File: src/rtl/dma_seq_pkg.sv
package dma_seq_pkg;

    typedef enum logic [2:0] {
        ST_IDLE,
        ST_WAIT_REQ,
        ST_READ,
        ST_WRITE,
        ST_ACK,
        ST_DONE
    } seq_state_t;

    typedef enum logic [1:0] {
        SZ_BYTE = 2'b00,
        SZ_HALF = 2'b01,
        SZ_WORD = 2'b10,
        SZ_RSVD = 2'b11
    } item_size_t;

    localparam int unsigned SIDE_PERIPH = 0;
    localparam int unsigned SIDE_MEM    = 1;
    localparam int unsigned NUM_SIDES   = 2;

endpackage

File: src/rtl/dma_ptr_unit.sv
module dma_ptr_unit
    import dma_seq_pkg::*;
#(
    parameter int unsigned AW = 32
) (
    input  logic          clk,
    input  logic          rst_n,
    input  logic          load,
    input  logic          step,
    input  logic          inc_en,
    input  item_size_t    size,
    input  logic [AW-1:0] base,
    output logic [AW-1:0] cur
);

    logic [AW-1:0] cur_q;
    logic [AW-1:0] stride;

    always_comb begin
        unique case (size)
            SZ_BYTE: stride = AW'(1);
            SZ_HALF: stride = AW'(2);
            default: stride = AW'(4);
        endcase
    end

    always_ff @(posedge clk or negedge rst_n) begin
        if (!rst_n) begin
            cur_q <= '0;
        end else if (load) begin
            cur_q <= base;
        end else if (step && inc_en) begin
            cur_q <= cur_q + stride;
        end
    end

    assign cur = cur_q;

    a_r1_load_base: assert property (@(posedge clk) disable iff (!rst_n)
        load |=> cur_q == $past(base));

    a_r2_ptr_stride: assert property (@(posedge clk) disable iff (!rst_n)
        (step && inc_en && !load) |=> (cur_q - $past(cur_q)) == $past(stride));

    a_r3_ptr_hold: assert property (@(posedge clk) disable iff (!rst_n)
        (step && !inc_en && !load) |=> $stable(cur_q));

endmodule

File: src/rtl/dma_item_count.sv
module dma_item_count #(
    parameter int unsigned CW = 16
) (
    input  logic          clk,
    input  logic          rst_n,
    input  logic          load,
    input  logic [CW-1:0] init,
    input  logic          dec,
    output logic [CW-1:0] remain,
    output logic          zero
);

    logic [CW-1:0] remain_q;

    always_ff @(posedge clk or negedge rst_n) begin
        if (!rst_n) begin
            remain_q <= '0;
        end else if (load) begin
            remain_q <= init;
        end else if (dec) begin
            remain_q <= remain_q - CW'(1);
        end
    end

    assign remain = remain_q;
    assign zero   = (remain_q == '0);

    a_r6_dec_one: assert property (@(posedge clk) disable iff (!rst_n)
        (dec && !load) |=> remain_q == $past(remain_q) - CW'(1));

    a_r6_hold: assert property (@(posedge clk) disable iff (!rst_n)
        (!dec && !load) |=> $stable(remain_q));

    a_r6_no_wrap: assert property (@(posedge clk) disable iff (!rst_n)
        dec |-> remain_q != '0);

endmodule

File: src/rtl/dma_data_path.sv
module dma_data_path
    import dma_seq_pkg::*;
#(
    parameter int unsigned DW = 32
) (
    input  logic          clk,
    input  logic          rst_n,
    input  logic          capture,
    input  logic [DW-1:0] rdata,
    input  item_size_t    src_size,
    input  item_size_t    dst_size,
    output logic [DW-1:0] wdata
);

    logic [DW-1:0] item_q;
    logic [DW-1:0] src_mask;
    logic [DW-1:0] dst_mask;

    function automatic logic [DW-1:0] width_mask(input item_size_t sz);
        logic [DW-1:0] m;
        unique case (sz)
            SZ_BYTE: m = DW'(32'h0000_00FF);
            SZ_HALF: m = DW'(32'h0000_FFFF);
            default: m = '1;
        endcase
        return m;
    endfunction

    always_comb begin
        src_mask = width_mask(src_size);
        dst_mask = width_mask(dst_size);
    end

    always_ff @(posedge clk or negedge rst_n) begin
        if (!rst_n) begin
            item_q <= '0;
        end else if (capture) begin
            item_q <= rdata & src_mask & dst_mask;
        end
    end

    assign wdata = item_q;

    a_r5_item_hold: assert property (@(posedge clk) disable iff (!rst_n)
        !capture |=> $stable(item_q));

endmodule

File: src/rtl/dma_seq_fsm.sv
module dma_seq_fsm
    import dma_seq_pkg::*;
(
    input  logic       clk,
    input  logic       rst_n,
    input  logic       chan_en,
    input  logic       cfg_ok,
    input  logic       count_init_zero,
    input  logic       remain_zero,
    input  logic       periph_req,
    input  logic       bus_ready,
    output seq_state_t state,
    output logic       start_load,
    output logic       rd_capture,
    output logic       wr_done,
    output logic       bus_valid,
    output logic       bus_write,
    output logic       periph_ack,
    output logic       xfer_done
);

    seq_state_t state_q;
    seq_state_t state_d;

    always_ff @(posedge clk or negedge rst_n) begin
        if (!rst_n) begin
            state_q <= ST_IDLE;
        end else begin
            state_q <= state_d;
        end
    end

    always_comb begin
        state_d = state_q;
        unique case (state_q)
            ST_IDLE: begin
                if (chan_en && cfg_ok) begin
                    state_d = count_init_zero ? ST_DONE : ST_WAIT_REQ;
                end
            end
            ST_WAIT_REQ: begin
                if (!chan_en) begin
                    state_d = ST_IDLE;
                end else if (periph_req) begin
                    state_d = ST_READ;
                end
            end
            ST_READ: begin
                if (bus_ready) begin
                    state_d = ST_WRITE;
                end
            end
            ST_WRITE: begin
                if (bus_ready) begin
                    state_d = ST_ACK;
                end
            end
            ST_ACK: begin
                if (!periph_req) begin
                    state_d = remain_zero ? ST_DONE : ST_WAIT_REQ;
                end
            end
            ST_DONE: begin
                if (!chan_en) begin
                    state_d = ST_IDLE;
                end
            end
            default: state_d = ST_IDLE;
        endcase
    end

    always_comb begin
        start_load = (state_q == ST_IDLE) && chan_en && cfg_ok;
        rd_capture = (state_q == ST_READ) && bus_ready;
        wr_done    = (state_q == ST_WRITE) && bus_ready;
        bus_valid  = (state_q == ST_READ) || (state_q == ST_WRITE);
        bus_write  = (state_q == ST_WRITE);
        periph_ack = (state_q == ST_ACK);
        xfer_done  = (state_q == ST_DONE);
    end

    assign state = state_q;

    a_r7_ack_held: assert property (@(posedge clk) disable iff (!rst_n)
        (periph_ack && periph_req) |=> periph_ack);

    a_r7_ack_release: assert property (@(posedge clk) disable iff (!rst_n)
        (periph_ack && !periph_req) |=> !periph_ack);

    a_r8_done_quiet: assert property (@(posedge clk) disable iff (!rst_n)
        (xfer_done && chan_en) |=> (xfer_done && !bus_valid && !periph_ack));

    a_r9_zero_count: assert property (@(posedge clk) disable iff (!rst_n)
        (state_q == ST_IDLE && chan_en && cfg_ok && count_init_zero) |=> xfer_done);

    a_r10_bad_size: assert property (@(posedge clk) disable iff (!rst_n)
        (state_q == ST_IDLE && !cfg_ok) |=> state_q == ST_IDLE);

endmodule

File: src/rtl/dma_chan_seq.sv
module dma_chan_seq
    import dma_seq_pkg::*;
#(
    parameter int unsigned AW = 32,
    parameter int unsigned DW = 32,
    parameter int unsigned CW = 16
) (
    input  logic          clk,
    input  logic          rst_n,
    input  logic          chan_en,
    input  logic          xfer_dir,
    input  logic [CW-1:0] item_count,
    input  logic [AW-1:0] periph_base,
    input  logic [AW-1:0] mem_base,
    input  logic [1:0]    periph_size,
    input  logic [1:0]    mem_size,
    input  logic          periph_inc,
    input  logic          mem_inc,
    input  logic          periph_req,
    output logic          periph_ack,
    output logic          bus_valid,
    output logic          bus_write,
    output logic [AW-1:0] bus_addr,
    output logic [1:0]    bus_size,
    output logic [DW-1:0] bus_wdata,
    input  logic [DW-1:0] bus_rdata,
    input  logic          bus_ready,
    output logic [CW-1:0] items_left,
    output logic          xfer_done
);

    localparam int unsigned SIDE_IDX_W = $clog2(NUM_SIDES);

    seq_state_t state;
    logic       start_load;
    logic       rd_capture;
    logic       wr_done;
    logic       cfg_ok;
    logic       count_init_zero;
    logic       remain_zero;

    logic       dir_q;
    item_size_t size_q [NUM_SIDES];
    logic       inc_q  [NUM_SIDES];
    logic [AW-1:0] base_in  [NUM_SIDES];
    item_size_t    size_in  [NUM_SIDES];
    logic          inc_in   [NUM_SIDES];
    logic [AW-1:0] side_cur [NUM_SIDES];

    logic [SIDE_IDX_W-1:0] src_side;
    logic [SIDE_IDX_W-1:0] dst_side;

    always_comb begin
        cfg_ok          = (periph_size != 2'b11) && (mem_size != 2'b11);
        count_init_zero = (item_count == '0);
        base_in[SIDE_PERIPH] = periph_base;
        base_in[SIDE_MEM]    = mem_base;
        size_in[SIDE_PERIPH] = item_size_t'(periph_size);
        size_in[SIDE_MEM]    = item_size_t'(mem_size);
        inc_in[SIDE_PERIPH]  = periph_inc;
        inc_in[SIDE_MEM]     = mem_inc;
    end

    always_ff @(posedge clk or negedge rst_n) begin
        if (!rst_n) begin
            dir_q <= 1'b0;
        end else if (start_load) begin
            dir_q <= xfer_dir;
        end
    end

    generate
        for (genvar s = 0; s < NUM_SIDES; s++) begin : g_side
            always_ff @(posedge clk or negedge rst_n) begin
                if (!rst_n) begin
                    size_q[s] <= SZ_BYTE;
                    inc_q[s]  <= 1'b0;
                end else if (start_load) begin
                    size_q[s] <= size_in[s];
                    inc_q[s]  <= inc_in[s];
                end
            end

            dma_ptr_unit #(
                .AW (AW)
            ) u_ptr (
                .clk    (clk),
                .rst_n  (rst_n),
                .load   (start_load),
                .step   (wr_done),
                .inc_en (inc_q[s]),
                .size   (size_q[s]),
                .base   (base_in[s]),
                .cur    (side_cur[s])
            );
        end
    endgenerate

    assign src_side = dir_q ? SIDE_IDX_W'(SIDE_MEM) : SIDE_IDX_W'(SIDE_PERIPH);
    assign dst_side = dir_q ? SIDE_IDX_W'(SIDE_PERIPH) : SIDE_IDX_W'(SIDE_MEM);

    dma_seq_fsm u_fsm (
        .clk             (clk),
        .rst_n           (rst_n),
        .chan_en         (chan_en),
        .cfg_ok          (cfg_ok),
        .count_init_zero (count_init_zero),
        .remain_zero     (remain_zero),
        .periph_req      (periph_req),
        .bus_ready       (bus_ready),
        .state           (state),
        .start_load      (start_load),
        .rd_capture      (rd_capture),
        .wr_done         (wr_done),
        .bus_valid       (bus_valid),
        .bus_write       (bus_write),
        .periph_ack      (periph_ack),
        .xfer_done       (xfer_done)
    );

    dma_item_count #(
        .CW (CW)
    ) u_count (
        .clk    (clk),
        .rst_n  (rst_n),
        .load   (start_load),
        .init   (item_count),
        .dec    (wr_done),
        .remain (items_left),
        .zero   (remain_zero)
    );

    dma_data_path #(
        .DW (DW)
    ) u_data (
        .clk      (clk),
        .rst_n    (rst_n),
        .capture  (rd_capture),
        .rdata    (bus_rdata),
        .src_size (size_q[src_side]),
        .dst_size (size_q[dst_side]),
        .wdata    (bus_wdata)
    );

    always_comb begin
        if (bus_write) begin
            bus_addr = side_cur[dst_side];
            bus_size = size_q[dst_side];
        end else begin
            bus_addr = side_cur[src_side];
            bus_size = size_q[src_side];
        end
    end

    a_r12_bus_stable: assert property (@(posedge clk) disable iff (!rst_n)
        (bus_valid && !bus_ready) |=>
            (bus_valid && $stable(bus_addr) && $stable(bus_size) && $stable(bus_write)));

    a_r1_read_before_write: assert property (@(posedge clk) disable iff (!rst_n)
        (bus_valid && !bus_write && bus_ready) |=> (bus_valid && bus_write));

    a_r7_no_item_during_ack: assert property (@(posedge clk) disable iff (!rst_n)
        periph_ack |-> !bus_valid);

    a_r13_reset_idle: assert property (@(posedge clk) disable iff (!rst_n)
        (state == ST_IDLE) |-> (!bus_valid && !periph_ack && !xfer_done));

endmodule

File: config.mk
export PLATFORM = sky130hd
export DESIGN_NAME = dma_chan_seq
export DESIGN_NICKNAME = d
export VERILOG_FILES = /design/src/rtl/dma_seq_pkg.sv /design/src/rtl/dma_ptr_unit.sv /design/src/rtl/dma_item_count.sv /design/src/rtl/dma_data_path.sv /design/src/rtl/dma_seq_fsm.sv /design/src/rtl/dma_chan_seq.sv
export SDC_FILE = /design/constraint.sdc
export NUM_CORES = 1
export LEC_CHECK = 0
export ABC_AREA = 1
export ABC_CLOCK_PERIOD_IN_PS = 3200
export BUFFER_PORTS_ARGS = -buffer_cell sky130_fd_sc_hd__buf_4
export CORE_MARGIN = 8
export CORE_UTILIZATION = 41
export CTS_CLUSTER_SIZE = 12
export DETAILED_ROUTE_END_ITERATION = 16
export PLACE_DENSITY = 0.7
export SLEW_MARGIN = 0
export SYNTH_ARGS = -nofsm -noshare
export SYNTH_HDL_FRONTEND = slang
export SYNTH_SLANG_ARGS = --single-unit
File: constraint.sdc
create_clock -name clk -period 3.2 [get_ports clk]
set_input_delay 0.64 -clock clk [delete_from_list [all_inputs] [get_ports clk]]
set_output_delay 0.64 -clock clk [all_outputs]
set_load 0.05 [all_outputs]
==> Implementation_results.wiki, run 1 <==
{| class="wikitable"
! Metric !! Value
|-
| Worst hold slack || 0.122 ns
|-
| Fin nets || 1621
|-
| Synth Flop Type || sky130_fd_sc_hd__dfrtp_1
|-
| Pin slew with the least headroom to its limit || 0.751 ns
|-
| CTS hold repair buffers || 0
|-
| Global-route layer with the greatest usage || met2
|-
| Area of the die || between 20000 and 30000 sq um
|-
| Layout area overhead || 27.5%
|-
| Fraction of final layout cells with drive strength greater than 1 || 18.4%
|-
| Placed wire-length estimate || around 21000 um
|-
| Clock tree root driver cell || sky130_fd_sc_hd__clkbuf_16
|-
| Crit end category || primary output
|-
| Syn nets || 1432
|-
| Cell area after technology mapping || 8380 sq um
|-
| Clock-pin slew reported for the worst setup and hold paths after clock tree synthesis || 0.06 ns
|-
| Most repeated cell in the gate-level netlist after synthesis || sky130_fd_sc_hd__nand2_1
|-
| Die Span Y || around 160 um
|-
| Pleak || 5.50 nW
|-
| Worst vdd ir || 0.783 mV
|-
| Worst Hold Class || input port to asynchronous set/reset pin
|-
| Antenna violations before repair || 0
|-
| Endpoint arrival time on the critical path || 2.29 ns
|-
| Number of buffers added for setup after CTS || 0
|-
| Number of antenna-violating nets in the routed design || 0
|-
| Met3 Track Usage GR || under 10%
|-
| H-Tree Depth || 4
|-
| Number of global-route vias before repair || around 8900
|-
| Number of distinct library cells after synthesis || 41
|-
| Maximum number of buffers from clock root to sink || 2
|-
| Floorplan row count || 52
|-
| Number of instances in the synthesized netlist || 1298
|-
| Detailed Route WL || 28400 um
|-
| Worst setup SP type || register
|-
| Setup total negative slack || 0 ns
|-
| Boundary pin count || 210
|-
| Final Slew Violations || 0
|-
| Seq/Total Area, Yosys || 36.4%
|-
| Core area || 20200 sq um
|-
| Power, Total || 0.0119 W
|-
| Synthesis warning total || 0
|-
| Worst relative slew slack || between 40% and 50%
|-
| CTS buffer count || 17
|-
| Power per cell area || 1110 nW/um^2
|-
| Vias post-DR || 8999
|-
| Global route overflow || 0
|-
| Routed len/inst || about 16 um
|-
| Synth top area share || a little over a third
|-
| Worst-path maximum fanout || 51
|-
| Met2 track utilization from global routing || 35.3%
|-
| First-iteration detailed-routing DRC count || 743
|-
| Tot GR Track Use || 22.4%
|-
| Number of remaining DRC errors || 0
|-
| Status || complete, no violations
|-
| RD Place Congestion || 0.923
|-
| Period minus WS final || around 2.9 ns
|-
| Maximum frequency from static timing analysis || 341 MHz
|-
| Area contributors post-synth || sky130_fd_sc_hd__dfrtp_1, sky130_fd_sc_hd__nand2_1, sky130_fd_sc_hd__nand3_1
|-
| Number of max-capacitance violations reported || 0
|-
| First-pass GRT wire length || 46500 um
|-
| Die outline width || 159 um
|-
| Ant diodes || 0
|-
| Number of resized instances in the post-cts repair step || 0
|-
| Clock sink total || 122
|-
| Number of input and output port buffers inserted || roughly 210
|-
| Worst setup skew after layout || around 0.0087 ns
|-
| CP Cell Sequence || nor2_4, nand2_4, xor2_4, buf_12, nand2_1, o21ai_0, buf_4
|-
| Final cell utilization of the core || 53.0%
|-
| Largest stage delay, worst path || 0.44 ns
|-
| Slowest cell on crit path || sky130_fd_sc_hd__dfrtp_1
|-
| Synthesis-stage register bit count || roughly 120
|-
| Effective utilization at floorplan || about two fifths
|-
| Number of hold violations in the final report || 0
|-
| Setup repair after global routing missed its margin || no
|-
| Clock tree from TritonCTS || done
|-
| Grt met1 use || 28.9%
|-
| Total iterations of the first detailed-routing run || 6
|-
| Detailed-route vias per instance || 5.08
|-
| Average cell area after synthesis || between 6 and 7 sq um
|-
| Fin crit share || 91.7%
|-
| Required arrival time at the worst endpoint || 2.56 ns
|-
| Maximum number of pins on one net before global-route repair || 64
|-
| EDFF count, synth || 0
|-
| Final setup violation count || 0
|-
| Most numerous cell types in the synthesized netlist || sky130_fd_sc_hd__nand2_1, sky130_fd_sc_hd__nor2_1, sky130_fd_sc_hd__dfrtp_1, sky130_fd_sc_hd__nand3_1, sky130_fd_sc_hd__inv_1
|-
| Worst-Skew Late Latency || 0.43 ns
|-
| Kind of critical path || register to primary output
|-
| Top cell type by total area after synthesis || sky130_fd_sc_hd__dfrtp_1
|-
| Fraction of synthesis flops using an asynchronous set or reset pin || 100%
|}
cell type report:
| cell class | instances | area, sq um |
|---|---|---|
| repair buffers | 217 | 1670 |
| inverters | 124 | 468 |
| multi-input cells | 1005 | 4590 |
| fillers | 2086 | 9480 |
| clock inverters | 15 | 146 |
| clock buffers | 17 | 425 |
| well taps | 270 | 338 |
| flip-flops and latches | 122 | 3050 |
cells by family after synthesis:
family / count (synthesis) / share of synthesized area [%]
buffers and inverters: 171 / 8.88
XOR/XNOR: 20 / 2.31
adder cells (fa/ha/maj): 10 / 1.67
multiplexers: 4 / 0.523
AO/OA/AOI/OAI: 155 / 9.96
flip-flops: 122 / 36.4
AND/OR/NAND/NOR: 816 / 40.2
path summary, 6_finish.rpt:
check,start,to,slack (ns),cells after the start
worst min-delay path,rst_n,g_side[1].u_ptr.cur[18],0.12,1
max in group asynchronous,rst_n,g_side[0].u_ptr.cur[29],2.24,2
worst min register to register,u_data.wdata[7],u_data.wdata[7],0.47,2
min in group clk,bus_rdata[7],u_data.wdata[7],0.41,3
worst max-delay path,u_fsm.state[2],bus_addr[11],0.27,7
worst max register to register,size_q[3],g_side[0].u_ptr.cur[18],0.80,12
stage by stage:
| stage | instances | cell area [sq um] | worst slack (ns) |
|---|---|---|---|
| final | 1770 | 10700 | 0.266 |
| after detailed placement | 1738 | 10100 | 0.697 |
| after floorplan | 1298 | 8380 | 0.113 |
| after global placement | 1738 | 10100 | 0.726 |
| after CTS | 1770 | 10700 | 0.233 |
| after global routing | 1770 | 10700 | 0.0995 |
power by group:
group	internal [W]	total, W	switching [W]
combinational	0.00209	0.00689	0.00480
clock	0.00104	0.00190	0.000867
sequential	0.00220	0.00307	0.000866
registers in the layout, indices dropped and copies added, names as in the netlist:
register,cells
g_side.u_ptr.cur,64
u_data.wdata,32
u_count.remain,16
size_q,4
u_fsm.state,3
inc_q,2
dir_q,1
worst max-delay path, delay by kind of cell, from the launching register on:
kind	cells	cell delay, ns
buf+inv	2	0.53
flops	1	0.44
simple gates	3	0.38
xor+xnor	1	0.33
compound gates	1	0.17
cell usage in the layout, fill, tap and decap left out, types with 4 or more instances in the layout:
cell type / instances
sky130_fd_sc_hd__dfrtp_1: 122
sky130_fd_sc_hd__inv_2: 7
sky130_fd_sc_hd__or2_0: 6
sky130_fd_sc_hd__inv_6: 7
sky130_fd_sc_hd__nand4_1: 5
sky130_fd_sc_hd__buf_4: 214
sky130_fd_sc_hd__o22ai_1: 7
sky130_fd_sc_hd__o21ai_1: 44
sky130_fd_sc_hd__nor2_1: 139
sky130_fd_sc_hd__o21ai_0: 63
sky130_fd_sc_hd__nand2_1: 511
sky130_fd_sc_hd__a21oi_1: 19
sky130_fd_sc_hd__nand3b_1: 8
sky130_fd_sc_hd__clkbuf_16: 17
sky130_fd_sc_hd__inv_8: 4
sky130_fd_sc_hd__a31oi_1: 6
sky130_fd_sc_hd__inv_1: 116
sky130_fd_sc_hd__or2_2: 4
sky130_fd_sc_hd__xor2_1: 10
sky130_fd_sc_hd__ha_1: 8
sky130_fd_sc_hd__nand3_1: 121
sky130_fd_sc_hd__xnor2_1: 9
sky130_fd_sc_hd__o211ai_1: 10
sky130_fd_sc_hd__nor3_1: 7
metal layers:
metal	vias up	wire [um]	share of wire, %
li1	4505	-	-
met1	4112	12400	44
met2	349	12900	45
met3	33	2620	9.2
met4	0	492	1.7
met5	-	0	0
(Power assumes the default switching activity.)
==> run 2, diff against run 1 <==
Settings changed: BUFFER_PORTS_ARGS -buffer_cell sky130_fd_sc_hd__buf_4 to default, DONT_BUFFER_PORTS from default to 1, PLACE_DENSITY 0.7 to 0.61.
==> run 2 against run 1 <==
Register-to-register slack is essentially flat. Flip-flop and latch count is the same. Critical path depth shrank 2. The flow now finishes with violations (negative hold slack). Final cell count shrank 10%. Maximum frequency grew 1.8%. Via count shrank 7.8%. Die area is the same. Final area shrank 9.4%. Non-clock buffer count shrank 178. Critical path type unchanged. Sequential power grew 30%.
==> Implementation_results.wiki, run 2 (synthesized netlist as in run 1, its figures left out) <==
{| class="wikitable"
! Metric !! Value
|-
| Status || finished with violations
|-
| Violations in the final reports || negative hold slack
|-
| Clock tree root driver cell || sky130_fd_sc_hd__clkbuf_16
|-
| First-iteration detailed-routing DRC count || 591 (-20%)
|-
| Worst hold slack || -0.0937 ns (-0.216 ns)
|-
| Worst relative slew slack || 58.8% (+8.9 points)
|-
| Largest stage delay, worst path || 0.50 ns (+0.06 ns)
|-
| Worst vdd ir || 0.997 mV (+27%)
|-
| Pin slew with the least headroom to its limit || 0.618 ns (-0.133 ns)
|-
| Area of the die || 25300 sq um (unchanged)
|-
| CP Launch Point || u_fsm.state[2]
|-
| Maximum number of pins on one net before global-route repair || 123 (+92%)
|-
| Worst setup SP type || register
|-
| First-pass GRT wire length || 43700 um (-6.0%)
|-
| Setup repair after global routing missed its margin || no
|-
| Highest-count cells in the layout ignoring fill and taps || sky130_fd_sc_hd__nand2_1, sky130_fd_sc_hd__nor2_1, sky130_fd_sc_hd__dfrtp_1, sky130_fd_sc_hd__nand3_1, sky130_fd_sc_hd__inv_1
|-
| Slowest cell on crit path || sky130_fd_sc_hd__mux2_2
|-
| Boundary pin count || 210 (unchanged)
|-
| Post-layout worst setup margin || 0.319 ns (+0.0522 ns)
|-
| R2r startpoint || size_q[3]
|-
| Antenna violations before repair || 2 (+2)
|-
| Period minus WS final || 2.88 ns (-0.0522 ns)
|-
| Detailed-route vias per instance || 5.21 (+2.5%)
|-
| Global-route layer with the greatest usage || met2
|-
| CP Cell Sequence || nor2_4, nand2_4, xor2_4, buf_12, mux2_2
|-
| Maximum number of buffers from clock root to sink || 2 (unchanged)
|-
| Number of buffers added for setup after CTS || 0 (unchanged)
|-
| Final Slew Violations || 0 (unchanged)
|-
| Fraction of final layout cells with drive strength greater than 1 || 7.41% (-11 points)
|-
| Kind of critical path || register to primary output
|-
| Clock tree from TritonCTS || done
|-
| Die Span Y || 159 um (unchanged)
|-
| Detailed Route WL || 27200 um (-4.4%)
|-
| Floorplan row count || 52 (unchanged)
|-
| Clock-pin slew reported for the worst setup and hold paths after clock tree synthesis || 0.07 ns (about the same)
|-
| Total of fill cells in the finished design || 2096 (+0.48%)
|-
| Maximum frequency from static timing analysis || 347 MHz (+1.8%)
|-
| Required arrival time at the worst endpoint || 2.56 ns (about the same)
|-
| Grt met1 use || 28.4% (-0.56 points)
|-
| R2r endpoint || g_side[0].u_ptr.cur[18]
|-
| Number of hold violations in the final report || 122 (+122)
|-
| Fin crit share || 90.0% (-1.6 points)
|-
| Worst Hold Class || input port to asynchronous set/reset pin
|-
| Total iterations of the first detailed-routing run || 5 (-1)
|-
| Vias post-DR || 8299 (-7.8%)
|-
| Placed wire-length estimate || 20300 um (-5.2%)
|-
| Routed len/inst || 17.1 um (+6.2%)
|-
| Clock sink total || 122 (unchanged)
|-
| Tot GR Track Use || 21.4% (-0.96 points)
|-
| H-Tree Depth || 4 (unchanged)
|-
| Number of antenna-violating nets in the routed design || 0 (unchanged)
|-
| Worst-Skew Late Latency || 0.43 ns (about the same)
|-
| Pleak || 4.73 nW (-14%)
|-
| Number of input and output port buffers inserted || 0 (-100%)
|-
| Endpoint arrival time on the critical path || 2.24 ns (-0.05 ns)
|-
| Die outline width || 159 um (unchanged)
|-
| Power per cell area || 1240 nW/um^2 (+12%)
|-
| Met3 Track Usage GR || 6.59% (-0.62 points)
|-
| Met2 track utilization from global routing || 34.1% (-1.3 points)
|-
| Setup total negative slack || 0 ns (unchanged)
|-
| Register-to-register path setup slack || 0.81 ns (about the same)
|-
| RD Place Congestion || 0.907 (-1.7%)
|-
| Fin nets || 1443 (-11%)
|-
| Depth of the worst register-to-register path || 12 (unchanged)
|-
| Crit end category || primary output
|-
| Most frequent standard cell in the layout excluding fill and tap cells || sky130_fd_sc_hd__nand2_1
|-
| Effective utilization at floorplan || 41.6% (unchanged)
|-
| Core area || 20200 sq um (unchanged)
|-
| CP endpoint || bus_addr[0]
|-
| Number of flip-flops in the largest register || 64 (unchanged)
|-
| Number of remaining DRC errors || 0 (unchanged)
|-
| Final setup violation count || 0 (unchanged)
|-
| Number of global-route vias before repair || 7735 (-13%)
|-
| Worst setup skew after layout || 0.00919 ns (+0.000508 ns)
|-
| CTS buffer count || 17 (unchanged)
|-
| Global route overflow || 0 (unchanged)
|-
| Worst-path maximum fanout || 53 (+3.9%)
|-
| Number of resized instances in the post-cts repair step || 0 (unchanged)
|-
| Number of max-capacitance violations reported || 0 (unchanged)
|-
| Worst setup slack after placement || 0.763 ns (+0.0654 ns)
|-
| Layout area overhead || 15.6%
|-
| Final cell utilization of the core || 48.0% (-5.0 points)
|}
run 2: layer usage:
metal  routed length (um)  part of all wire (%)  up-vias
met5                   13                 0.048        -
met4                  248                  0.91        2
met3                 2280                   8.4       19
met2                12700                    47      285
met1                12000                    44     3842
li1                     -                     -     4151
run 2: power by group:
| part | internal (W) | leakage, nW | switching, W |
|---|---|---|---|
| Sequential | 0.00218 | 1.55 | 0.00181 |
| Clock | 0.00104 | 0.281 | 0.000862 |
| Combinational | 0.00229 | 2.89 | 0.00383 |
| Total | 0.00551 | 4.73 | 0.00650 |
run 2: area by class of cell:
type	count	area (sq um)	area share, %
flip-flops and latches	122	3050	31.5
diodes	1	2.50	0.0258
clock inverters	15	141	1.46
multi-input cells	1005	4590	47.4
clock buffers	17	425	4.39
inverters	124	468	4.83
repair buffers	39	668	6.90
well taps	270	338	3.49
run 2: critical path: cells and delay by family (launching register included):
kind,cells,cell delay (ns)
mux,1,0.50
flops,1,0.45
xor+xnor,1,0.31
simple gates,2,0.28
buf+inv,1,0.27
run 2: how the worst min path moves through the flow:
stage,endpoint,slack [ns],depth (start not counted)
floorplan,dir_q,0.34,0
global placement,g_side[1].u_ptr.cur[18],0.35,0
detailed placement,g_side[1].u_ptr.cur[18],0.35,0
CTS,g_side[1].u_ptr.cur[30],-0.11,0
global route,g_side[1].u_ptr.cur[28],-0.12,0
finish,g_side[1].u_ptr.cur[30],-0.09,0
run 2: metrics by stage:
step                power [W]  instances  instance area [sq um]
finish                 0.0120       1593                   9680
detailed placement     0.0102       1560                   9110
global placement       0.0101       1560                   9110
global route           0.0128       1593                   9680
floorplan             0.00779       1298                   8380
CTS                    0.0121       1592                   9680
